**config.mk**
```make
export PLATFORM = sky130hd
export DESIGN_NAME = pmem_host_ctrl
export DESIGN_NICKNAME = d
export VERILOG_FILES = /design/src/rtl/pmem_pkg.sv /design/src/rtl/pmem_port_decode.sv /design/src/rtl/pmem_addr_counter.sv /design/src/rtl/pmem_access_seq.sv /design/src/rtl/pmem_host_ctrl.sv
export SDC_FILE = /design/constraint.sdc
export NUM_CORES = 1
export LEC_CHECK = 0
export BUFFER_PORTS_ARGS = -buffer_cell sky130_fd_sc_hd__buf_4
export CORE_MARGIN = 8
export CORE_UTILIZATION = 40
export CTS_CLUSTER_SIZE = 10
export DETAILED_ROUTE_END_ITERATION = 12
export PLACE_DENSITY_LB_ADDON = 0.2
export SETUP_SLACK_MARGIN = 0.05
export SYNTH_ARGS = -nofsm -noshare
export SYNTH_HDL_FRONTEND = slang
export SYNTH_HIERARCHICAL = 1
export SYNTH_SLANG_ARGS = --single-unit
```
**constraint.sdc**
```tcl
create_clock -name clk -period 3.8 [get_ports clk]
set_clock_uncertainty 0.15 [all_clocks]
set_input_delay 0.19 -clock clk [delete_from_list [all_inputs] [get_ports clk]]
set_output_delay 0.19 -clock clk [all_outputs]
set_load 0.005 [all_outputs]
```
**src/rtl/pmem_pkg.sv**
```systemverilog
package pmem_pkg;
    localparam int DATA_W = 8;
    localparam int ADDR_W = 2 * DATA_W;

    typedef enum logic [1:0] {
        PORT_CTRL = 2'd0,
        PORT_DATA = 2'd1,
        PORT_ALO  = 2'd2,
        PORT_AHI  = 2'd3
    } port_e;

    typedef enum logic [1:0] {
        SRC_NONE = 2'd0,
        SRC_REG  = 2'd1,
        SRC_MEM  = 2'd2,
        SRC_DENY = 2'd3
    } rsrc_e;

    typedef struct packed {
        logic own;
        logic spare6;
        logic spare5;
        logic nmi;
        logic irq;
        logic halt;
        logic inh;
        logic wr_dis;
    } ctrl_t;
endpackage

```
**src/rtl/pmem_port_decode.sv**
```systemverilog
module pmem_port_decode
    import pmem_pkg::*;
(
    input  logic [1:0] host_addr_i,
    input  logic       host_wr_i,
    input  logic       host_rd_i,
    input  logic       own_i,
    output logic       ctrl_we_o,
    output logic [1:0] ld_o,
    output logic       data_wr_o,
    output rsrc_e      rd_src_o
);
    port_e port;
    logic  rd_eff;

    always_comb begin
        port      = port_e'(host_addr_i);
        rd_eff    = host_rd_i && !host_wr_i;
        ctrl_we_o = host_wr_i && (port == PORT_CTRL);
        ld_o[0]   = host_wr_i && (port == PORT_ALO);
        ld_o[1]   = host_wr_i && (port == PORT_AHI);
        data_wr_o = host_wr_i && (port == PORT_DATA) && own_i;
        rd_src_o  = SRC_NONE;
        if (rd_eff) begin
            if (port != PORT_DATA) rd_src_o = SRC_REG;
            else if (own_i)        rd_src_o = SRC_MEM;
            else                   rd_src_o = SRC_DENY;
        end
    end
endmodule

```
**src/rtl/pmem_addr_counter.sv**
```systemverilog
module pmem_addr_counter #(
    parameter int HALF_W = 8,
    localparam int CNT_W = 2 * HALF_W
) (
    input  logic              clk,
    input  logic              rst_n,
    input  logic [1:0]        ld_i,
    input  logic [HALF_W-1:0] ld_byte_i,
    input  logic              inc_i,
    output logic [CNT_W-1:0]  cnt_o
);
    typedef struct packed {
        logic [CNT_W-1:0] cnt;
    } cnt_st_t;

    cnt_st_t st_d, st_q;

    always_comb begin
        st_d = st_q;
        if (inc_i) st_d.cnt = st_q.cnt + 1'b1;
        for (int h = 0; h < 2; h++) begin
            if (ld_i[h]) st_d.cnt[h*HALF_W +: HALF_W] = ld_byte_i;
        end
    end

    always_ff @(posedge clk) begin
        if (!rst_n) st_q <= '0;
        else        st_q <= st_d;
    end

    assign cnt_o = st_q.cnt;


    wrap_inc_chk: assert property (@(posedge clk) disable iff (!rst_n)
        (inc_i && ld_i == 2'b00) |=> ((st_q.cnt - $past(st_q.cnt)) == CNT_W'(1)));


    hold_idle_chk: assert property (@(posedge clk) disable iff (!rst_n)
        (!inc_i && ld_i == 2'b00) |=> $stable(st_q.cnt));
endmodule

```
**src/rtl/pmem_access_seq.sv**
```systemverilog
module pmem_access_seq
    import pmem_pkg::*;
#(
    parameter int DW = 8,
    parameter int AW = 16
) (
    input  logic          clk,
    input  logic          rst_n,
    input  logic          wr_go_i,
    input  rsrc_e         rd_src_i,
    input  logic [DW-1:0] reg_val_i,
    input  logic [AW-1:0] addr_i,
    input  logic [DW-1:0] wdata_i,
    input  logic [DW-1:0] mem_rdata_i,
    output logic [AW-1:0] mem_addr_o,
    output logic [DW-1:0] mem_wdata_o,
    output logic          mem_we_o,
    output logic          mem_re_o,
    output logic [DW-1:0] host_rdata_o
);
    typedef struct packed {
        logic [AW-1:0] addr;
        logic [DW-1:0] wdata;
        logic          we;
        logic          re;
        rsrc_e         src;
        logic [DW-1:0] snap;
        logic [DW-1:0] rdata;
    } seq_st_t;

    seq_st_t st_d, st_q;

    always_comb begin
        st_d     = st_q;
        st_d.we  = 1'b0;
        st_d.re  = 1'b0;
        st_d.src = rd_src_i;
        if (wr_go_i) begin
            st_d.we    = 1'b1;
            st_d.addr  = addr_i;
            st_d.wdata = wdata_i;
        end
        if (rd_src_i == SRC_MEM) begin
            st_d.re   = 1'b1;
            st_d.addr = addr_i;
        end
        if (rd_src_i == SRC_REG) st_d.snap = reg_val_i;
        case (st_q.src)
            SRC_MEM:  st_d.rdata = mem_rdata_i;
            SRC_REG:  st_d.rdata = st_q.snap;
            SRC_DENY: st_d.rdata = '1;
            default:  st_d.rdata = st_q.rdata;
        endcase
    end

    always_ff @(posedge clk) begin
        if (!rst_n) begin
            st_q     <= '0;
            st_q.src <= SRC_NONE;
        end else begin
            st_q <= st_d;
        end
    end

    assign mem_addr_o   = st_q.addr;
    assign mem_wdata_o  = st_q.wdata;
    assign mem_we_o     = st_q.we;
    assign mem_re_o     = st_q.re;
    assign host_rdata_o = st_q.rdata;


    strobe_excl_chk: assert property (@(posedge clk) disable iff (!rst_n)
        !(mem_we_o && mem_re_o));


    deny_ff_chk: assert property (@(posedge clk) disable iff (!rst_n)
        (st_q.src == SRC_DENY) |=> (host_rdata_o == '1));
endmodule

```
**src/rtl/pmem_host_ctrl.sv**
```systemverilog
module pmem_host_ctrl
    import pmem_pkg::*;
(
    input  logic              clk,
    input  logic              rst_n,
    input  logic [1:0]        host_addr_i,
    input  logic              host_wr_i,
    input  logic              host_rd_i,
    input  logic [DATA_W-1:0] host_wdata_i,
    output logic [DATA_W-1:0] host_rdata_o,
    output logic [ADDR_W-1:0] mem_addr_o,
    output logic [DATA_W-1:0] mem_wdata_o,
    output logic              mem_we_o,
    output logic              mem_re_o,
    input  logic [DATA_W-1:0] mem_rdata_i,
    output logic              tgt_wr_dis_o,
    output logic              tgt_halt_o,
    output logic              tgt_irq_o,
    output logic              tgt_nmi_o,
    output logic              host_owns_o
);
    ctrl_t             ctrl_d, ctrl_q;
    logic              ctrl_we;
    logic [1:0]        ld;
    logic              data_wr;
    rsrc_e             rd_src;
    logic              inc;
    logic [ADDR_W-1:0] cnt_w;
    logic [DATA_W-1:0] reg_val;

    pmem_port_decode u_dec (
        .host_addr_i (host_addr_i),
        .host_wr_i   (host_wr_i),
        .host_rd_i   (host_rd_i),
        .own_i       (ctrl_q.own),
        .ctrl_we_o   (ctrl_we),
        .ld_o        (ld),
        .data_wr_o   (data_wr),
        .rd_src_o    (rd_src)
    );

    always_comb begin
        ctrl_d = ctrl_q;
        if (ctrl_we) ctrl_d = ctrl_t'(host_wdata_i);
        inc = (data_wr || rd_src == SRC_MEM) && !ctrl_q.inh;
        case (port_e'(host_addr_i))
            PORT_ALO: reg_val = cnt_w[DATA_W-1:0];
            PORT_AHI: reg_val = cnt_w[ADDR_W-1:DATA_W];
            default:  reg_val = ctrl_q;
        endcase
    end

    always_ff @(posedge clk) begin
        if (!rst_n) ctrl_q <= '0;
        else        ctrl_q <= ctrl_d;
    end

    pmem_addr_counter #(.HALF_W(DATA_W)) u_cnt (
        .clk       (clk),
        .rst_n     (rst_n),
        .ld_i      (ld),
        .ld_byte_i (host_wdata_i),
        .inc_i     (inc),
        .cnt_o     (cnt_w)
    );

    pmem_access_seq #(.DW(DATA_W), .AW(ADDR_W)) u_seq (
        .clk          (clk),
        .rst_n        (rst_n),
        .wr_go_i      (data_wr),
        .rd_src_i     (rd_src),
        .reg_val_i    (reg_val),
        .addr_i       (cnt_w),
        .wdata_i      (host_wdata_i),
        .mem_rdata_i  (mem_rdata_i),
        .mem_addr_o   (mem_addr_o),
        .mem_wdata_o  (mem_wdata_o),
        .mem_we_o     (mem_we_o),
        .mem_re_o     (mem_re_o),
        .host_rdata_o (host_rdata_o)
    );

    assign tgt_wr_dis_o = ctrl_q.wr_dis;
    assign tgt_halt_o   = ctrl_q.halt;
    assign tgt_irq_o    = ctrl_q.irq;
    assign tgt_nmi_o    = ctrl_q.nmi;
    assign host_owns_o  = ctrl_q.own;


    own_gate_chk: assert property (@(posedge clk) disable iff (!rst_n)
        (mem_we_o || mem_re_o) |-> $past(ctrl_q.own));


    post_inc_chk: assert property (@(posedge clk) disable iff (!rst_n)
        (mem_we_o || mem_re_o) |->
            ((cnt_w - mem_addr_o) == ($past(ctrl_q.inh) ? 16'd0 : 16'd1)));
endmodule

```
==> results of run 1 <==
## power by group
part	internal, uW	leakage (uW)	switching (uW)
clock	437	0.000117	280
combinational	70.6	0.000989	66.8
sequential	731	0.000551	24.1
## cells in the final DEF, fill, tap and decap left out, types with 2 or more instances in the layout
master and count:
sky130_fd_sc_hd__dfxtp_1 68, sky130_fd_sc_hd__buf_4 61, sky130_fd_sc_hd__mux2i_1 49, sky130_fd_sc_hd__nand2_1 39
sky130_fd_sc_hd__nor2b_1 25, sky130_fd_sc_hd__a21oi_1 18, sky130_fd_sc_hd__o21ai_0 15, sky130_fd_sc_hd__dlygate4sd3_1 13
sky130_fd_sc_hd__nor2_1 11, sky130_fd_sc_hd__clkbuf_8 9, sky130_fd_sc_hd__xnor2_1 9, sky130_fd_sc_hd__and2_1 8
sky130_fd_sc_hd__mux2_2 8, sky130_fd_sc_hd__o221a_2 8, sky130_fd_sc_hd__inv_1 5, sky130_fd_sc_hd__nor4_2 5
sky130_fd_sc_hd__nand4_1 5, sky130_fd_sc_hd__nand2b_1 4, sky130_fd_sc_hd__bufinv_16 3, sky130_fd_sc_hd__nand3_1 3
sky130_fd_sc_hd__xor2_1 3, sky130_fd_sc_hd__nor3_1 3, sky130_fd_sc_hd__nand3_4 2, sky130_fd_sc_hd__inv_2 2
sky130_fd_sc_hd__nor3b_2 2
## cell families (layout without fill, tap and decap cells)
family,after synthesis,after routing,share of synthesized area [%]
AO/OA/AOI/OAI,47,47,9.114
XOR/XNOR,12,12,3.038
adder cells (fa/ha/maj),1,1,0.3616
buffers and inverters,59,97,11.21
flip-flops,68,68,39.35
multiplexers,57,57,16.78
AND/OR/NAND/NOR,116,116,20.14
## flip-flops by register name, summed over array words and instances (netlist names)
register,count
u_seq/st_q,10
ctrl_q,3
host_owns_o,1
u_seq/mem_addr_o,16
u_seq/mem_re_o,1
u_seq/mem_wdata_o,8
tgt_nmi_o,1
tgt_halt_o,1
u_cnt/cnt_o,16
u_seq/mem_we_o,1
tgt_wr_dis_o,1
u_seq/host_rdata_o,8
tgt_irq_o,1
## how the worst max path moves through the flow
stage / startpoint / end / slack (ns) / cells past startpoint
finish: host_owns_o / u_cnt/cnt_o[13] / 0.98 / 7
global route: host_owns_o / u_cnt/cnt_o[13] / 0.67 / 7
CTS: host_owns_o / u_cnt/cnt_o[13] / 0.96 / 7
detailed placement: host_addr_i[1] / u_cnt/cnt_o[13] / 0.95 / 9
global placement: host_addr_i[1] / u_cnt/cnt_o[13] / 1.02 / 9
floorplan: host_wr_i / u_cnt/cnt_o[13] / 1.89 / 9
## stage by stage
step / setup slack, ns / util [%]
final: 0.9758 / 47.48
after global routing: 0.6747 / 47.48
after CTS: 0.9621 / 47.48
after detailed placement: 0.9535 / 43.17
after global placement: 1.016 / 43.17
after floorplan: 1.894 / -
## layer usage
layer	wire length [um]	vias up
met4	150	0
met5	0	-
met2	3541	62
li1	-	1279
met1	3879	1176
met3	457	13
## tightest hold or removal path: stages
cell	delay [ns]
sky130_fd_sc_hd__buf_4	0.11
sky130_fd_sc_hd__mux2i_1	0.07
sky130_fd_sc_hd__nor2b_1	0.09
## final cells by class
class,count,area [um2]
sequential,68,1361
clock inverter,6,111.4
multi-input combinational,233,1710
fill,812,4491
clock buffer,10,127.6
inverter,7,26.28
timing repair buffer,74,588.1
tap,108,135.1
==> run summary, run 1 <==
======================================================================================================
Run status                                                                                complete, no violations
Chip width                                                                                      109 um
Flop2flop setup slack                                                                          0.98 ns
Die area                                                                                   0.01188 mm2
Overall power of the completed layout                                                          1609 uW
Later-pin clock latency in the skew report                                                     0.34 ns
Setup repair after global routing missed its margin                                                 no
Worst supply voltage drop on vdd                                                             0.1924 mV
Top Ports                                                                                           61
Post-synthesis register bit count                                                                   68
Worst slew pin tran                                                                          0.7337 ns
Worst max-slew margin expressed relative to the limit                                           51.09%
Total count of max-transition violations in the final report                                         0
Worst path cell trace                                                                     and4_1 -> inv_1 -> a21oi_1 -> nand3_2 -> nor4_2 -> nor3_1 -> a211oi_1
Net count of the mapped netlist                                                                    383
Number of antenna violations at the first check in global routing                                    0
Vias after detailed routing                                                                       2530
Post-synth top cells                                                                      sky130_fd_sc_hd__dfxtp_1, sky130_fd_sc_hd__mux2i_1, sky130_fd_sc_hd__nand2_1, sky130_fd_sc_hd__buf_4, sky130_fd_sc_hd__nor2b_1
Initial DRC Count                                                                                  163
Yosys warning count                                                                                  6
Most used standard cell by instance count after synthesis                                 sky130_fd_sc_hd__dfxtp_1
Main area contributors after synthesis                                                    sky130_fd_sc_hd__dfxtp_1, sky130_fd_sc_hd__mux2i_1, sky130_fd_sc_hd__buf_4
Power per cell area                                                                       396.4 mW/mm2
Layout cell share with drive strength beyond 1                                                  27.89%
Clock transition at the register clock pins on the worst setup and hold paths after CTS        0.08 ns
Endpoint arrival time on the critical path                                                     2.93 ns
Number of buffers inserted by port buffering                                                        60
Most common flop cell mapped by yosys                                                     sky130_fd_sc_hd__dfxtp_1
Post-detailed-route count of antenna-violating nets                                                  0
DRC violations left                                                                                  0
Buffer and inverter count on the worst path                                                          1
Sink count of the clock tree                                                                        68
Async set or reset register ratio after synthesis                                                   0%
Worst min-delay path startpoint                                                           host_wdata_i[4]
Worst Hold Depth                                                                                     3
Unique cell type count in the Yosys netlist                                                         41
Clock buffers created by TritonCTS                                                                   9
Hold Path Class                                                                                 in2reg
Slowest Stage Delay on Critical Path                                                           0.65 ns
Maximum fanout count along the critical path                                                        11
Synthesized area divided by synthesized cell count                                           9.610 um2
Global-route met2 utilization                                                                   20.36%
Number of failing hold endpoints at the final stage                                                  0
Resize count post-CTS                                                                                0
Hpwl dp                                                                                        5754 um
Routed wirelength normalized by instance count                                                15.87 um
Cell with the largest stage delay on the worst path                                       sky130_fd_sc_hd__and4_1
Via count of the first global-routing pass                                                        2513
Area added between synthesis and finish                                                         17.36%
Post-synth design cell area                                                               0.003460 mm2
Worst hold path endpoint                                                                  u_seq/mem_wdata_o[4]
Minimum clock period after layout                                                             2.824 ns
Post-route insts no fill                                                                           506
Core outline area                                                                         0.008551 mm2
Clock root buffer                                                                         sky130_fd_sc_hd__clkbuf_8
Number of iterations in the first detailed-routing pass                                              4
Source of the worst register-to-register timing path                                       host_owns_o
Element type at the critical path end                                                        flip-flop
# hold bufs at CTS                                                                                  13
Fmax                                                                                        0.3541 GHz
DP Area                                                                                   0.003691 mm2
Global-route wire length before repair                                                        13010 um
Total number of H-tree levels                                                                        3
Area leader, netlist                                                                      sky130_fd_sc_hd__dfxtp_1
Number of synthesized flops with an enable pin                                                       0
Antenna diodes                                                                                       0
Setup violation total in the final timing report                                                     0
Total Negative Setup Slacks                                                                       0 ns
Most Crowded Layer GR                                                                             met2
Vertical die dimension                                                                          109 um
Clock tree from TritonCTS                                                                         done
Number of instances in the synthesized netlist                                                     360
Endpoint of the worst register-to-register path                                           u_cnt/cnt_o[13]
Worst-case clock buffer depth                                                                        2
Global-route total usage across every layer                                                     14.11%
Worst Reg2Reg Path Length in Cells                                                                   7
Post-route standard cell area excluding fillers                                           0.004060 mm2
Post-route fraction of the period consumed by the critical path                                 74.32%
Number of cells after detailed placement                                                           477
Number of nets in the layout                                                                       416
Met3 Use GR                                                                                     4.078%
Via density per instance                                                                         5.000
Count of buffers added by post-CTS timing repair for setup                                           0
Final weighted congestion in routability-driven placement                                       0.8035
Initial Util                                                                                    40.46%
Maximum capacitance violations                                                                       0
Global Route met1 Usage                                                                         18.68%
Final worst hold slack                                                                     0.009727 ns
Kind of critical path                                                                          reg2reg
Area share of the largest cell type after synthesis                                             39.35%
Required time of the worst setup path                                                          3.90 ns
Largest net degree at the start of global routing                                                   84
Cell row count                                                                                      34
Total wirelength of the detailed-routed design                                                 8028 um
Post-synthesis sequential area ratio                                                            39.35%
Kind of launch point of the worst setup path                                                 flip-flop
Static power due to leakage                                                                0.001657 uW
Family with the most delay on the worst path                                              simple AND/OR/NAND/NOR gates
GR Overflow Total                                                                                    0
======================================================================================================
Note: power is estimated with default switching activity, not from simulation.
==> run 2: changes to the inputs <==
Clock period 3.8 ns to 2.6 ns, I/O delays scaled along.
==> run 2 against run 1 <==
- sequential power is 46% higher
- global-route usage is 0.32 points higher
- critical path depth up 1
- critical path type unchanged
- largest cell class unchanged
==> run summary, run 2 (synthesized netlist as in run 1, its figures left out) <==
======================================================================================================
Run status                                                                                complete, no violations
Number of nets in the layout                                                                       421
Maximum fanout count along the critical path                                                         7
Setup violation total in the final timing report                                                     0
Slowest Stage Delay on Critical Path                                                           0.44 ns
Layout fillers                                                                                     811
Minimum clock period after layout                                                             2.105 ns
Required time of the worst setup path                                                          2.68 ns
Initial Util                                                                                    40.46%
Worst max-slew margin expressed relative to the limit                                           51.58%
GR Overflow Total                                                                                    0
Sink count of the clock tree                                                                        68
Maximum capacitance violations                                                                       0
Total wirelength of the detailed-routed design                                                 8171 um
Setup repair after global routing missed its margin                                                 no
Layout cell share with drive strength beyond 1                                                  28.29%
Final Core Density                                                                              48.11%
Most common cell after layout, fill and taps aside                                        sky130_fd_sc_hd__dfxtp_1
Element type at the critical path end                                                        flip-flop
Post-route fraction of the period consumed by the critical path                                 80.96%
Cell row count                                                                                      34
Via count of the first global-routing pass                                                        2552
Largest net degree at the start of global routing                                                   84
Kind of launch point of the worst setup path                                                 flip-flop
Clock transition at the register clock pins on the worst setup and hold paths after CTS        0.08 ns
Vias after detailed routing                                                                       2525
Static power due to leakage                                                                0.001684 uW
Worst-case clock buffer depth                                                                        2
Global-route wire length before repair                                                        13370 um
Initial DRC Count                                                                                  143
Number of buffers inserted by port buffering                                                        60
DRC violations left                                                                                  0
Post-detailed-route count of antenna-violating nets                                                  0
Vertical die dimension                                                                          109 um
Clock buffers created by TritonCTS                                                                   9
Chip width                                                                                      109 um
Top Ports                                                                                           61
Worst path cell trace                                                                     a31oi_2 -> nand2b_1 -> a21oi_1 -> buf_4 -> nand3_2 -> nor4_2 -> nand4_1 -> and3b_1
Cell with the largest stage delay on the worst path                                       sky130_fd_sc_hd__dfxtp_1
Worst supply voltage drop on vdd                                                             0.3044 mV
Kind of critical path                                                                          reg2reg
Die area                                                                                   0.01188 mm2
Fmax                                                                                        0.4751 GHz
Leading cell types in the layout, fill and taps excluded                                  sky130_fd_sc_hd__dfxtp_1, sky130_fd_sc_hd__buf_4, sky130_fd_sc_hd__mux2i_1
Number of failing hold endpoints at the final stage                                                  0
Buffer and inverter count on the worst path                                                          1
Via density per instance                                                                         4.941
Core outline area                                                                         0.008551 mm2
Hold Path Class                                                                                 in2reg
Hpwl dp                                                                                        5734 um
Global-route total usage across every layer                                                     14.43%
Clock root buffer                                                                         sky130_fd_sc_hd__clkbuf_8
Resize count post-CTS                                                                                0
Family with the most delay on the worst path                                              simple AND/OR/NAND/NOR gates
Endpoint arrival time on the critical path                                                     2.19 ns
Number of iterations in the first detailed-routing pass                                              4
Total Negative Setup Slacks                                                                       0 ns
Total number of H-tree levels                                                                        3
Number of antenna violations at the first check in global routing                                    0
Clock tree from TritonCTS                                                                         done
Later-pin clock latency in the skew report                                                     0.35 ns
Power per cell area                                                                       578.0 mW/mm2
Worst slew pin tran                                                                          0.7247 ns
Total count of max-transition violations in the final report                                         0
Final weighted congestion in routability-driven placement                                       0.8082
Area added between synthesis and finish                                                         18.92%
Antenna diodes                                                                                       0
Routed wirelength normalized by instance count                                                15.99 um
======================================================================================================
-- run 2: changes by cell type in the layout (fill, tap and decap cells not counted), sizes merged --
| cell | delta |
|---|---|
| buf | +2 |
| clkbuf | -1 |
| dlygate4sd3 | +3 |
| clkinv | +1 |
-- run 2: final timing paths --
check / from / end / slack (ns) / cells after the start
worst max-delay path: host_owns_o / u_cnt/cnt_o[15] / 0.50 / 8
worst min-delay path: host_rd_i / u_seq/st_q[16] / 0.06 / 4
worst max register to register: host_owns_o / u_cnt/cnt_o[15] / 0.50 / 8
worst min register to register: u_seq/mem_addr_o[8] / u_seq/mem_addr_o[8] / 0.31 / 2
-- run 2: power breakdown --
group / total (uW) / switching, uW / internal, uW
sequential: 1100 / 36.2 / 1070
combinational: 205 / 97.9 / 107
clock: 1070 / 426 / 643
-- run 2: worst reg2reg max path: cells and delay by family, from the launching register on --
family	cells	cell delay [ns]
compound gates	2	0.31
buf+inv	1	0.17
flops	1	0.44
simple gates	5	0.93
-- run 2: repair_timing --
item                       4_1_cts  5_1_grt
hold buffers                    16        0
setup endpoints to repair        0        0
buffers inserted                 0        0
hold endpoints to repair        36        0
-- run 2: routing by layer --
layer / share of wire, % / track usage [%] / routed length (um) / up-vias
met1: 48 / 19.22 / 3950 / 1177
met4: 2.1 / 6.549 / 173 / 0
met2: 44 / 21.45 / 3612 / 53
li1: - / - / - / 1280
met5: 0 / 0 / 0 / -
met3: 5.3 / 3.605 / 435 / 15
-- run 2: area by class of cell --
cell class / instances / area, um2 / area share, %
Clock buffer: 9 / 123.9 / 3.011
Clock inverter: 7 / 123.9 / 3.011
Inverter: 7 / 26.28 / 0.6387
Multi-Input combinational cell: 233 / 1710 / 41.58
Sequential cell: 68 / 1361 / 33.09
Tap cell: 108 / 135.1 / 3.285
Timing Repair Buffer: 79 / 633.1 / 15.39
-- run 2: per-stage QoR --
step	power (uW)	setup WS, ns	hold WS [ns]	instance area [um2]	instances
after global routing	2483	0.3156	0.06033	4114	511
final	2378	0.4951	0.05676	4114	511
after CTS	2413	0.5047	0.04836	4114	511
after floorplan	1243	0.7078	0.1082	3460	360
after global placement	1312	0.5288	0.2518	3706	479
after detailed placement	1314	0.4736	0.2570	3706	479
==> run 3: changes to the inputs <==
Clock period 2.6 ns to 2 ns, I/O delays scaled along.
==> run 3 against run 2 <==
- worst setup slack got worse by 0.34 ns
- clock power increased by 18%
- power increased by 25%
- largest power group unchanged
- utilization increased by 1.3 points
- final cell count increased by 2.9%
- sequential cell count unchanged
- register-to-register slack got worse by 0.34 ns
- routed wire length increased by 1.7%
- non-clock buffer count increased by 15
- clock-buffer cell count increased by 3
- sequential share of layout area decreased by 0.82 points
==> run summary, run 3 (synthesized netlist as in run 1, its figures left out) <==
======================================================================================================
Clock root buffer                                                                         sky130_fd_sc_hd__clkbuf_8
Total number of H-tree levels                                                                        3
Final weighted congestion in routability-driven placement                                       0.8470
Sink count of the clock tree                                                                        68
Global-route wire length before repair                                                        13200 um
Number of buffers inserted by port buffering                                                        60
Final worst hold slack                                                                      0.06975 ns
Total wirelength of the detailed-routed design                                                 8308 um
Run status                                                                                complete, no violations
Static power due to leakage                                                                0.001781 uW
GR Overflow Total                                                                                    0
Most common cell after layout, fill and taps aside                                        sky130_fd_sc_hd__buf_4
DRC violations left                                                                                  0
Core outline area                                                                         0.008551 mm2
Leading cell types in the layout, fill and taps excluded                                  sky130_fd_sc_hd__buf_4, sky130_fd_sc_hd__dfxtp_1, sky130_fd_sc_hd__mux2i_1
Largest net degree at the start of global routing                                                   46
Layout fillers                                                                                     818
Top Ports                                                                                           61
Via density per instance                                                                         4.937
Overall power of the completed layout                                                          2982 uW
Element type at the critical path end                                                        flip-flop
Area occupied by multi-input gates                                                        0.001735 mm2
Number of antenna violations at the first check in global routing                                    0
Setup repair after global routing missed its margin                                                 no
Worst min-delay path startpoint                                                                  rst_n
Most Frequent Cell on Critical Path                                                       sky130_fd_sc_hd__a21oi_1
Post-route fraction of the period consumed by the critical path                                 92.16%
Chip width                                                                                      109 um
Worst supply voltage drop on vdd                                                             0.4037 mV
Clock transition at the register clock pins on the worst setup and hold paths after CTS        0.07 ns
Worst hold path endpoint                                                                  u_cnt/cnt_o[5]
Number of iterations in the first detailed-routing pass                                              4
Required time of the worst setup path                                                          2.05 ns
Kind of launch point of the worst setup path                                                 flip-flop
Number of nets in the layout                                                                       436
Maximum fanout count along the critical path                                                         5
Flop2flop setup slack                                                                          0.16 ns
Power per cell area                                                                       706.1 mW/mm2
Number of failing hold endpoints at the final stage                                                  0
Area taken by flip-flops and latches                                                      0.001363 mm2
Depth of the critical timing path with buffers and inverters included                                8
Cell with the largest stage delay on the worst path                                       sky130_fd_sc_hd__dfxtp_2
Layout cell share with drive strength beyond 1                                                  30.62%
Worst Hold Depth                                                                                     3
Initial Util                                                                                    40.46%
Total Negative Setup Slacks                                                                       0 ns
Worst-case clock buffer depth                                                                        2
Initial DRC Count                                                                                  223
Post-detailed-route count of antenna-violating nets                                                  0
Vias after detailed routing                                                                       2597
Fmax                                                                                        0.5425 GHz
Later-pin clock latency in the skew report                                                     0.34 ns
Clock tree from TritonCTS                                                                         done
Maximum capacitance violations                                                                       0
Cell row count                                                                                      34
Slowest Stage Delay on Critical Path                                                           0.35 ns
Setup violation total in the final timing report                                                     0
Vertical die dimension                                                                          109 um
Endpoint of the worst register-to-register path                                           u_cnt/cnt_o[10]
Hpwl dp                                                                                        5979 um
Hold Path Class                                                                                 in2reg
Clock buffers created by TritonCTS                                                                   9
Source of the worst register-to-register timing path                                       host_owns_o
Family with the most delay on the worst path                                              simple AND/OR/NAND/NOR gates
Via count of the first global-routing pass                                                        2540
Kind of critical path                                                                          reg2reg
Minimum clock period after layout                                                             1.843 ns
Worst Reg2Reg Path Length in Cells                                                                   8
Routed wirelength normalized by instance count                                                15.79 um
Endpoint arrival time on the critical path                                                     1.90 ns
Die area                                                                                   0.01188 mm2
Worst max-slew margin expressed relative to the limit                                           73.04%
Worst path cell trace                                                                     a31oi_2 -> nand2b_1 -> a21oi_1 -> buf_4 -> nand2_2 -> nor4_2 -> xnor2_1 -> a21oi_1
Buffer and inverter count on the worst path                                                          1
Global-route total usage across every layer                                                     14.16%
Area added between synthesis and finish                                                         22.06%
Total count of max-transition violations in the final report                                         0
Antenna diodes                                                                                       0
Worst slew pin tran                                                                          0.4044 ns
======================================================================================================
## run 3: changes by cell type in the layout (fill, tap and decap cells not counted), moves of 2 or more
cell                       before  now
sky130_fd_sc_hd__buf_4         63   78
sky130_fd_sc_hd__clkbuf_1       0    2
sky130_fd_sc_hd__clkinv_4       2    0
sky130_fd_sc_hd__nor4_2         5    3
sky130_fd_sc_hd__nor4_4         1    3
## run 3: worst max-delay path by stage
| stage | from | to | slack [ns] |
|---|---|---|---|
| 2_1_floorplan | host_owns_o | u_cnt/cnt_o[13] | 0.11 |
| 3_3_place_gp | host_wr_i | u_cnt/cnt_o[13] | 0.1 |
| 3_5_place_dp | host_wr_i | u_cnt/cnt_o[13] | 0.05 |
| 4_1_cts | host_owns_o | u_cnt/cnt_o[13] | 0.06 |
| 5_1_grt | host_owns_o | u_cnt/cnt_o[10] | 0.05 |
| 6_report | host_owns_o | u_cnt/cnt_o[10] | 0.16 |
## run 3: stage by stage
stage	cells	area, um2	util (%)	setup slack [ns]
3_5_place_dp	492	3804	44.48	0.04640
2_1_floorplan	360	3460	-	0.1078
4_1_cts	524	4182	48.90	0.05709
5_1_grt	526	4223	49.39	0.05438
6_report	526	4223	49.39	0.1567
3_3_place_gp	492	3804	44.48	0.09899
## run 3: timing repair
action / 4_1_cts / 5_1_grt
setup buffers: 0 / 2
setup endpoints to repair: 0 / 9
hold buffers: 16 / 0
resized for setup: 0 / 4
endpoints found under the hold margin: 38 / 0
## run 3: layer usage
metal | vias to the layer above | wire length (um) | track usage, %
li1 | 1317 | - | -
met1 | 1213 | 4105 | 19.62
met2 | 59 | 3658 | 20.71
met3 | 8 | 470 | 4.255
met4 | 0 | 74 | 3.910
met5 | - | 0 | 0
## run 3: cell type report
type | instances | share of cell area (%)
inverter | 7 | 0.6222
clock inverter | 4 | 1.719
sequential | 68 | 32.27
multi-input combinational | 233 | 41.10
clock buffer | 12 | 3.437
tap | 108 | 3.200
timing repair buffer | 94 | 17.66
## run 3: power breakdown
| group | internal (uW) | switching (uW) |
|---|---|---|
| registers | 1390 | 41.4 |
| clock network | 736 | 523 |
| logic | 154 | 139 |
## run 3: tightest hold or removal path, cell delays in order
cell and delay [ns]:
sky130_fd_sc_hd__buf_4 0.24, sky130_fd_sc_hd__o21ai_0 0.12, sky130_fd_sc_hd__a21oi_1 0.04
